==> config.mk <==
export PLATFORM = sky130hd
export DESIGN_NAME = adbus_split
export DESIGN_NICKNAME = d
export VERILOG_FILES = /design/src/rtl/adbus_pkg.sv /design/src/rtl/lo_byte_hold.sv /design/src/rtl/cycle_qual.sv /design/src/rtl/data_gate.sv /design/src/rtl/adbus_split.sv
export SDC_FILE = /design/constraint.sdc
export NUM_CORES = 1
export LEC_CHECK = 0
export BUFFER_PORTS_ARGS = -buffer_cell sky130_fd_sc_hd__buf_2
export CELL_PAD_IN_SITES_DETAIL_PLACEMENT = 0
export CELL_PAD_IN_SITES_GLOBAL_PLACEMENT = 1
export CORE_MARGIN = 1.5
export CORE_UTILIZATION = 23
export CTS_CLUSTER_DIAMETER = 100
export DETAILED_ROUTE_END_ITERATION = 6
export PLACE_DENSITY_LB_ADDON = 0.1
export SETUP_SLACK_MARGIN = 0.3
export SLEW_MARGIN = 0
export SYNTH_ARGS = -nofsm -noshare
export SYNTH_HDL_FRONTEND = slang
export SYNTH_SLANG_ARGS = --single-unit
==> constraint.sdc <==
create_clock -name clk -period 1 [get_ports clk]
set_input_delay 0.2 -clock clk [delete_from_list [all_inputs] [get_ports clk]]
set_output_delay 0.2 -clock clk [all_outputs]
set_load 0.01 [all_outputs]
==> src/rtl/adbus_pkg.sv <==
package adbus_pkg;

  parameter int unsigned DEF_LO_W = 8;
  parameter int unsigned DEF_HI_W = 8;

  typedef struct packed {
    logic mem;
    logic io;
  } cyc_qual_t;

  // Cycle kind from strobe and status; strobe high masks both.
  function automatic cyc_qual_t qualify(input logic strobe, input logic status,
                                        input logic io_level);
    cyc_qual_t q;
    q.mem = ~strobe & (status != io_level);
    q.io  = ~strobe & (status == io_level);
    return q;
  endfunction

endpackage

==> src/rtl/lo_byte_hold.sv <==
module lo_byte_hold #(
  parameter int unsigned W = 8,
  parameter logic [W-1:0] RST_VAL = '0
) (
  input  logic         clk,
  input  logic         rst_n,
  input  logic         load,
  input  logic [W-1:0] bus,
  output logic [W-1:0] held,
  output logic [W-1:0] view
);

  always_ff @(posedge clk or negedge rst_n) begin
    if (!rst_n)    held <= RST_VAL;
    else if (load) held <= bus;
  end

  // Transparent view during the strobe, held byte afterwards.
  assign view = load ? bus : held;

endmodule

==> src/rtl/cycle_qual.sv <==
module cycle_qual #(
  parameter logic IO_LEVEL = 1'b1
) (
  input  logic strobe,
  input  logic status,
  output logic mem_sel,
  output logic io_sel
);
  import adbus_pkg::*;

  cyc_qual_t q;

  always_comb q = qualify(strobe, status, IO_LEVEL);

  assign mem_sel = q.mem;
  assign io_sel  = q.io;

endmodule

==> src/rtl/data_gate.sv <==
module data_gate #(
  parameter int unsigned W = 8
) (
  input  logic         strobe,
  input  logic [W-1:0] bus,
  output logic [W-1:0] data,
  output logic         valid
);

  assign valid = ~strobe;
  assign data  = strobe ? '0 : bus;

endmodule

==> src/rtl/adbus_split.sv <==
module adbus_split #(
  parameter int unsigned LO_W = adbus_pkg::DEF_LO_W,
  parameter int unsigned HI_W = adbus_pkg::DEF_HI_W,
  parameter logic        IO_LEVEL = 1'b1,
  parameter logic [LO_W-1:0] LO_RST = '0,
  localparam int unsigned ADDR_W = LO_W + HI_W
) (
  input  logic              clk,
  input  logic              rst_n,
  input  logic              ale,
  input  logic              io_m,
  input  logic [LO_W-1:0]   ad_bus,
  input  logic [HI_W-1:0]   hi_addr,
  output logic [ADDR_W-1:0] addr,
  output logic              mem_sel,
  output logic              io_sel,
  output logic [LO_W-1:0]   data_out,
  output logic              data_vld
);

  logic            capture_evt;
  logic [LO_W-1:0] lo_held;
  logic [LO_W-1:0] lo_view;

  assign capture_evt = ale;

  lo_byte_hold #(.W(LO_W), .RST_VAL(LO_RST)) u_hold (
    .clk  (clk),
    .rst_n(rst_n),
    .load (capture_evt),
    .bus  (ad_bus),
    .held (lo_held),
    .view (lo_view)
  );

  cycle_qual #(.IO_LEVEL(IO_LEVEL)) u_qual (
    .strobe (ale),
    .status (io_m),
    .mem_sel(mem_sel),
    .io_sel (io_sel)
  );

  data_gate #(.W(LO_W)) u_data (
    .strobe(ale),
    .bus   (ad_bus),
    .data  (data_out),
    .valid (data_vld)
  );

  assign addr = {hi_addr, lo_view};

endmodule

==> results of run 1 <==
==> metal layers <==
layer,up-vias,GRT usage (%)
met5,-,0
met4,0,4.32
met3,8,5.28
met2,21,14.1
met1,166,12.2
li1,176,-
==> cells by family after synthesis <==
| kind of cell | Yosys count |
|---|---|
| multiplexers | 8 |
| buffers and inverters | 11 |
| flip-flops | 8 |
| AND/OR/NAND/NOR | 10 |
==> cell type report <==
type	instances	area, um^2	share of cell area, %
sequential	8	200	23.4
timing repair buffer	38	363	42.4
tap	27	33.8	3.95
clock buffer	3	22.5	2.63
multi-input combinational	18	233	27.2
inverter	1	3.75	0.439
==> worst max-delay path by stage <==
stage,slack [ps],to,cells after the start
2_1_floorplan,170,addr[0],2
3_3_place_gp,-120,addr[4],4
3_5_place_dp,-120,addr[4],4
4_1_cts,-230,addr[5],2
5_1_grt,-250,addr[7],2
6_report,-220,addr[5],2
==> timing repair <==
item,CTS,global route
endpoints found under the setup margin,27,27
buffers inserted,2,2
gates cloned,0,0
pin swaps,0,0
hold buffers,1,0
gates resized for setup,15,6
endpoints found under the hold margin,8,0
==> cell usage in the layout, fill, tap and decap left out <==
| cell | synthesis | final |
|---|---|---|
| buf_12 | 0 | 3 |
| buf_2 | 0 | 15 |
| buf_4 | 8 | 1 |
| buf_6 | 2 | 16 |
| buf_8 | 0 | 2 |
| clkbuf_4 | 0 | 3 |
| dfrtp_1 | 8 | 8 |
| dlygate4sd3_1 | 0 | 1 |
| inv_1 | 1 | 1 |
| mux2_4 | 8 | 8 |
| nor2_2 | 0 | 1 |
| nor2b_1 | 9 | 1 |
| nor2b_2 | 0 | 2 |
| nor2b_4 | 0 | 6 |
==> power by group through the flow <==
stage | Combinational [mW] | Sequential, mW | Clock, mW
floorplan | 0.185 | 0.368 | 0
global placement | 0.248 | 0.373 | 0
detailed placement | 0.245 | 0.372 | 0
CTS | 0.319 | 0.369 | 0.257
global route | 0.371 | 0.372 | 0.265
finish | 0.346 | 0.369 | 0.239
==> impl_metrics.tcl, run 1 <==
set metrics [dict create \
    synth_cells 37 \
    timing.rr.start "u_hold.held[5]" \
    rsz0062_at_grt "true" \
    antenna_left 0 \
    drt-total-wl_um 1090 \
    p_clk_share_pct 25.1 \
    num-fill-cells 189 \
    setup_violations 16 \
    dr_wl_met2_um 490 \
    largest_register_ffs 8 \
    power.density_mw_per_mm2 1120 \
    hp-class "input pin to register" \
    core_area_mm2 0.00194 \
    intPower_uw 714 \
    die_h_um 48.0 \
    clock.fmax_ghz 0.820 \
    route.detailed.drc 0 \
    initial_core_util_pct 24.0 \
    vias 371 \
    synth_xor_area_share_pct 0 \
    failed_checks "setup timing" \
    synth_top_area_share_pct 42.9 \
    synth.largest_area_cell "dfrtp_1" \
    cts_tree "yes" \
    grt_max_degree 9 \
    cp-end-kind "output pin" \
    finalCritPeriodShare_pct 122 \
    crit_buf_inv 1 \
    p_total_uw 955 \
    syn-cell-area_um2 467 \
    synth_cell_type_count 7 \
    r2r_slack_ps 230 \
    wl_met1_um 448 \
    slew_headroom_pct 87.2 \
    drive_gt1_share_pct 83.8 \
    cts_inserted_buffers 3 \
    drt-initial-drc-count 0 \
    drt_pass1_iterations 1 \
    avgSynthCellArea_um2 12.6 \
    status "finished with violations" \
    p_switching_uw 241 \
    yosys.area_share.simple_pct 12.9 \
    cp_max_fo 2 \
    synthTopCellsByArea "dfrtp_1 (43%), mux2_4 (26%), buf_4 (13%)" \
    clk_latency_ps 240 \
    stdcell_area_um2 856 \
    synthArstFlopShare_pct 100 \
    top_layer "met4" \
    p_leak_nw 0.444 \
    boundaryPins 47 \
    top_register "u_hold.held" \
    wl_per_cell_um 11.5 \
    synth-seq-cells 8 \
    grt.total_usage_pct 9.88 \
    startpoint_type "register" \
    reg_top3 "u_hold.held x8" \
    r2r-end "u_hold.held[5]" \
    nNetsFinal 90 \
    synth_fa_ha_area_share_pct 0 \
    crit_arrival_ps 1020 \
    reg2reg_depth 1 \
    clock_tree.buffer_depth 2 \
    combPwrFrac_pct 36.3 \
    synthFlopType "dfrtp_1" \
    synth_top_family_by_area "multiplexers" \
    place_inst 87 \
    switching_share_pct 25.2 \
    final_cells 95 \
    place_ws_ps -117 \
    routed-wl-met3_um 126 \
    vias_per_cell 3.91 \
    tightestPinTransition_ps 192 \
    antenna_found_initial 0 \
    cp_data_required_time_ps 800 \
    dp_hpwl_um 795 \
    whs_ps 218 \
    antenna_cells 0 \
    worstPathCellList "mux2_4 -> buf_6" \
    die_area_mm2 0.00231 \
    gr-total-overflow 0 \
    holdPathEnd "u_hold.held[1]" \
    slew_violations 0 \
    ir_drop_mv 0.543 \
    crit_type "register to output pin" \
    hold_violations 0 \
    yosys_warnings 0 \
    p_seq_share_pct 38.6 \
    synthTopCellsByCount "nor2b_1 (9), buf_4 (8), dfrtp_1 (8), mux2_4 (8), buf_6 (2)" \
    syn_nets 57 \
    ys_seq_area_share_pct 42.9 \
    path_clk_slew_ps 60 \
    die_w_um 48.0 \
    postLayoutCoreUtil_pct 44.1 \
    numClockSinks 8 \
    synth_mux_area_share_pct 25.7 \
    syn_to_final_growth_pct 83.4 \
    period_minus_slack_ps 1220 \
    yosysMostFrequentCell "nor2b_1" \
    critPathSlowestCell "dfrtp_1" \
    clock_skew_ps 0 \
    gp_congestion 0.598 \
    grt_pass1_vias 350 \
    worstHoldPathCells 2 \
    slowest_delay_ps 370 \
    worstHoldStart "ad_bus[1]" \
    cts-root-buf "clkbuf_4" \
    io_buffers 30 \
    synth-compound-area-share_pct 0 \
    cap_violations 0 \
    synth_edf_count 0 \
    row_count 16 \
    crit_start "u_hold.held[5]" \
    placedInstanceArea_um2 651 \
    grt_pass1_wl_um 1520 \
    critPathTopFamily "flip-flops" \
    cts_max_level 1 \
    worst_slack_ps -220 \
    tns_ps -2380 \
]
No activity file was read; power rests on OpenSTA's default activity.
==> run 2: changes to the inputs <==
CELL_PAD_IN_SITES_DETAIL_PLACEMENT = 2   (was 0)
CELL_PAD_IN_SITES_GLOBAL_PLACEMENT = 2   (was 1)
CORE_UTILIZATION = 17   (was 23)
==> run 2 against run 1 <==
Compared with the run above: the flow still finishes with violations (setup timing); non-clock buffer count increased by 3; wire length rose by 21%; count of clock-buffer cells in the layout unchanged; critical path type unchanged; largest cell class unchanged.
==> impl_metrics.tcl, run 2 (synthesis gave the netlist of run 1 again) <==
set metrics [dict create \
    status "finished with violations" \
    failed_checks "setup timing" \
    crit_cells 2 \
    antenna_left 0 \
    cp-end-kind "output pin" \
    layout_commonest_cell "buf_6" \
    whs_ps 222 \
    drt-initial-drc-count 0 \
    tns_ps -1650 \
    die_area_mm2 0.00307 \
    vias 408 \
    postLayoutCoreUtil_pct 38.1 \
    grt_pass1_wl_um 2300 \
    place_inst 91 \
    p_seq_share_pct 35.8 \
    final_cells 101 \
    combPwrFrac_pct 40.7 \
    setup_violations 8 \
    vias_per_cell 4.04 \
    hp-class "input pin to register" \
    io_buffers 30 \
    wl_per_cell_um 13.1 \
    cts_max_level 1 \
    boundaryPins 47 \
    slew_violations 0 \
    route.detailed.drc 0 \
    p_leak_nw 0.489 \
    period_minus_slack_ps 1220 \
    critPathSlowestCell "dfrtp_1" \
    antenna_found_initial 0 \
    grt.total_usage_pct 9.68 \
    grt_max_degree 9 \
    die_w_um 55.4 \
    clock_tree.buffer_depth 2 \
    largest_register_ffs 8 \
    dp_hpwl_um 968 \
    drive_gt1_share_pct 87.3 \
    row_count 18 \
    core_area_mm2 0.00254 \
    drt-total-wl_um 1330 \
    final_cell_mix "buf_6 (26), nor2b_4 (9), buf_2 (9), mux2_4 (8), dfrtp_1 (8)" \
    initial_core_util_pct 18.3 \
    nNetsFinal 93 \
    gp_congestion 0.561 \
    power.density_mw_per_mm2 1060 \
    cts_inserted_buffers 3 \
    hold_violations 0 \
    tightestPinTransition_ps 192 \
    finalCritPeriodShare_pct 122 \
    cts_tree "yes" \
    grt_pass1_vias 466 \
    crit_buf_inv 1 \
    top_register "u_hold.held" \
    cp_max_fo 2 \
    clock_skew_ps 0 \
    path_clk_slew_ps 50 \
    worstPathCellList "mux2_4 -> buf_6" \
    cap_violations 0 \
    intPower_uw 768 \
    p_clk_share_pct 23.5 \
    clk_latency_ps 240 \
    reg_top3 "u_hold.held x8" \
    startpoint_type "register" \
    slew_headroom_pct 87.2 \
    critPathTopFamily "flip-flops" \
    gr-total-overflow 0 \
    cp_data_required_time_ps 800 \
    ir_drop_mv 0.453 \
    rsz0062_at_grt "true" \
    die_h_um 55.4 \
    slowest_delay_ps 360 \
    syn_to_final_growth_pct 108 \
    crit_type "register to output pin" \
    numClockSinks 8 \
    clock.fmax_ghz 0.823 \
    antenna_cells 0 \
    crit_arrival_ps 1020 \
    drt_pass1_iterations 1 \
    num-fill-cells 265 \
    switching_share_pct 24.9 \
    worstHoldPathCells 2 \
    reg2reg_depth 3 \
    p_total_mw 1.02 \
    cts-root-buf "clkbuf_4" \
    worst_slack_ps -216 \
    p_switching_uw 255 \
]
run 2: cell type report:
cell class	count	area (um^2)	area share, %
clock buffer	3	22.5	2.32
inverter	1	8.76	0.903
multi-input combinational	18	255	26.3
sequential	8	200	20.6
tap	30	37.5	3.87
timing repair buffer	41	445	45.9
run 2: power groups by stage:
stage	registers (mW)	clock network [mW]	logic, mW
5_1_grt	0.370	0.286	0.448
2_1_floorplan	0.368	0	0.185
3_5_place_dp	0.371	0	0.246
3_3_place_gp	0.372	0	0.243
6_report	0.366	0.241	0.416
4_1_cts	0.367	0.256	0.387
run 2: what timing repair did:
action                                  4_1_cts  5_1_grt
endpoints found under the hold margin         8        0
gates resized for setup                      36       10
hold buffers                                  1        0
pin swaps                                     1        0
gates cloned                                  1        0
endpoints found under the setup margin       27       27
buffers inserted                              3        2
run 2: layer usage:
metal | global-route usage (%) | routed length (um)
met1 | 10.5 | 459
met5 | 0 | 0
met2 | 16.2 | 697
met4 | 3.48 | 2
met3 | 4.92 | 168
run 2: worst reg2reg max path: cells and delay by family (launching register included):
| kind | cells | cell delay [ps] |
|---|---|---|
| DFF | 1 | 360 |
| muxes | 1 | 280 |
| buffers and inverters | 2 | 220 |
run 2: path summary, 6_finish.rpt:
kind / startpoint / slack (ps) / endpoint
hold / removal: ad_bus[3] / 220 / u_hold.held[3]
max in group asynchronous: rst_n / 490 / u_hold.held[2]
setup reg to reg: u_hold.held[4] / 30 / u_hold.held[4]
hold reg to reg: u_hold.held[0] / 510 / u_hold.held[0]
setup / recovery: u_hold.held[4] / -220 / addr[4]
min in group asynchronous: rst_n / 340 / u_hold.held[4]
run 2: through the flow:
step                      setup slack [ps]  area [um^2]
final                                 -216          970
after global routing                  -270          970
after CTS                             -227          906
after detailed placement              -204          649
after global placement                -191          649
after floorplan                        165          523
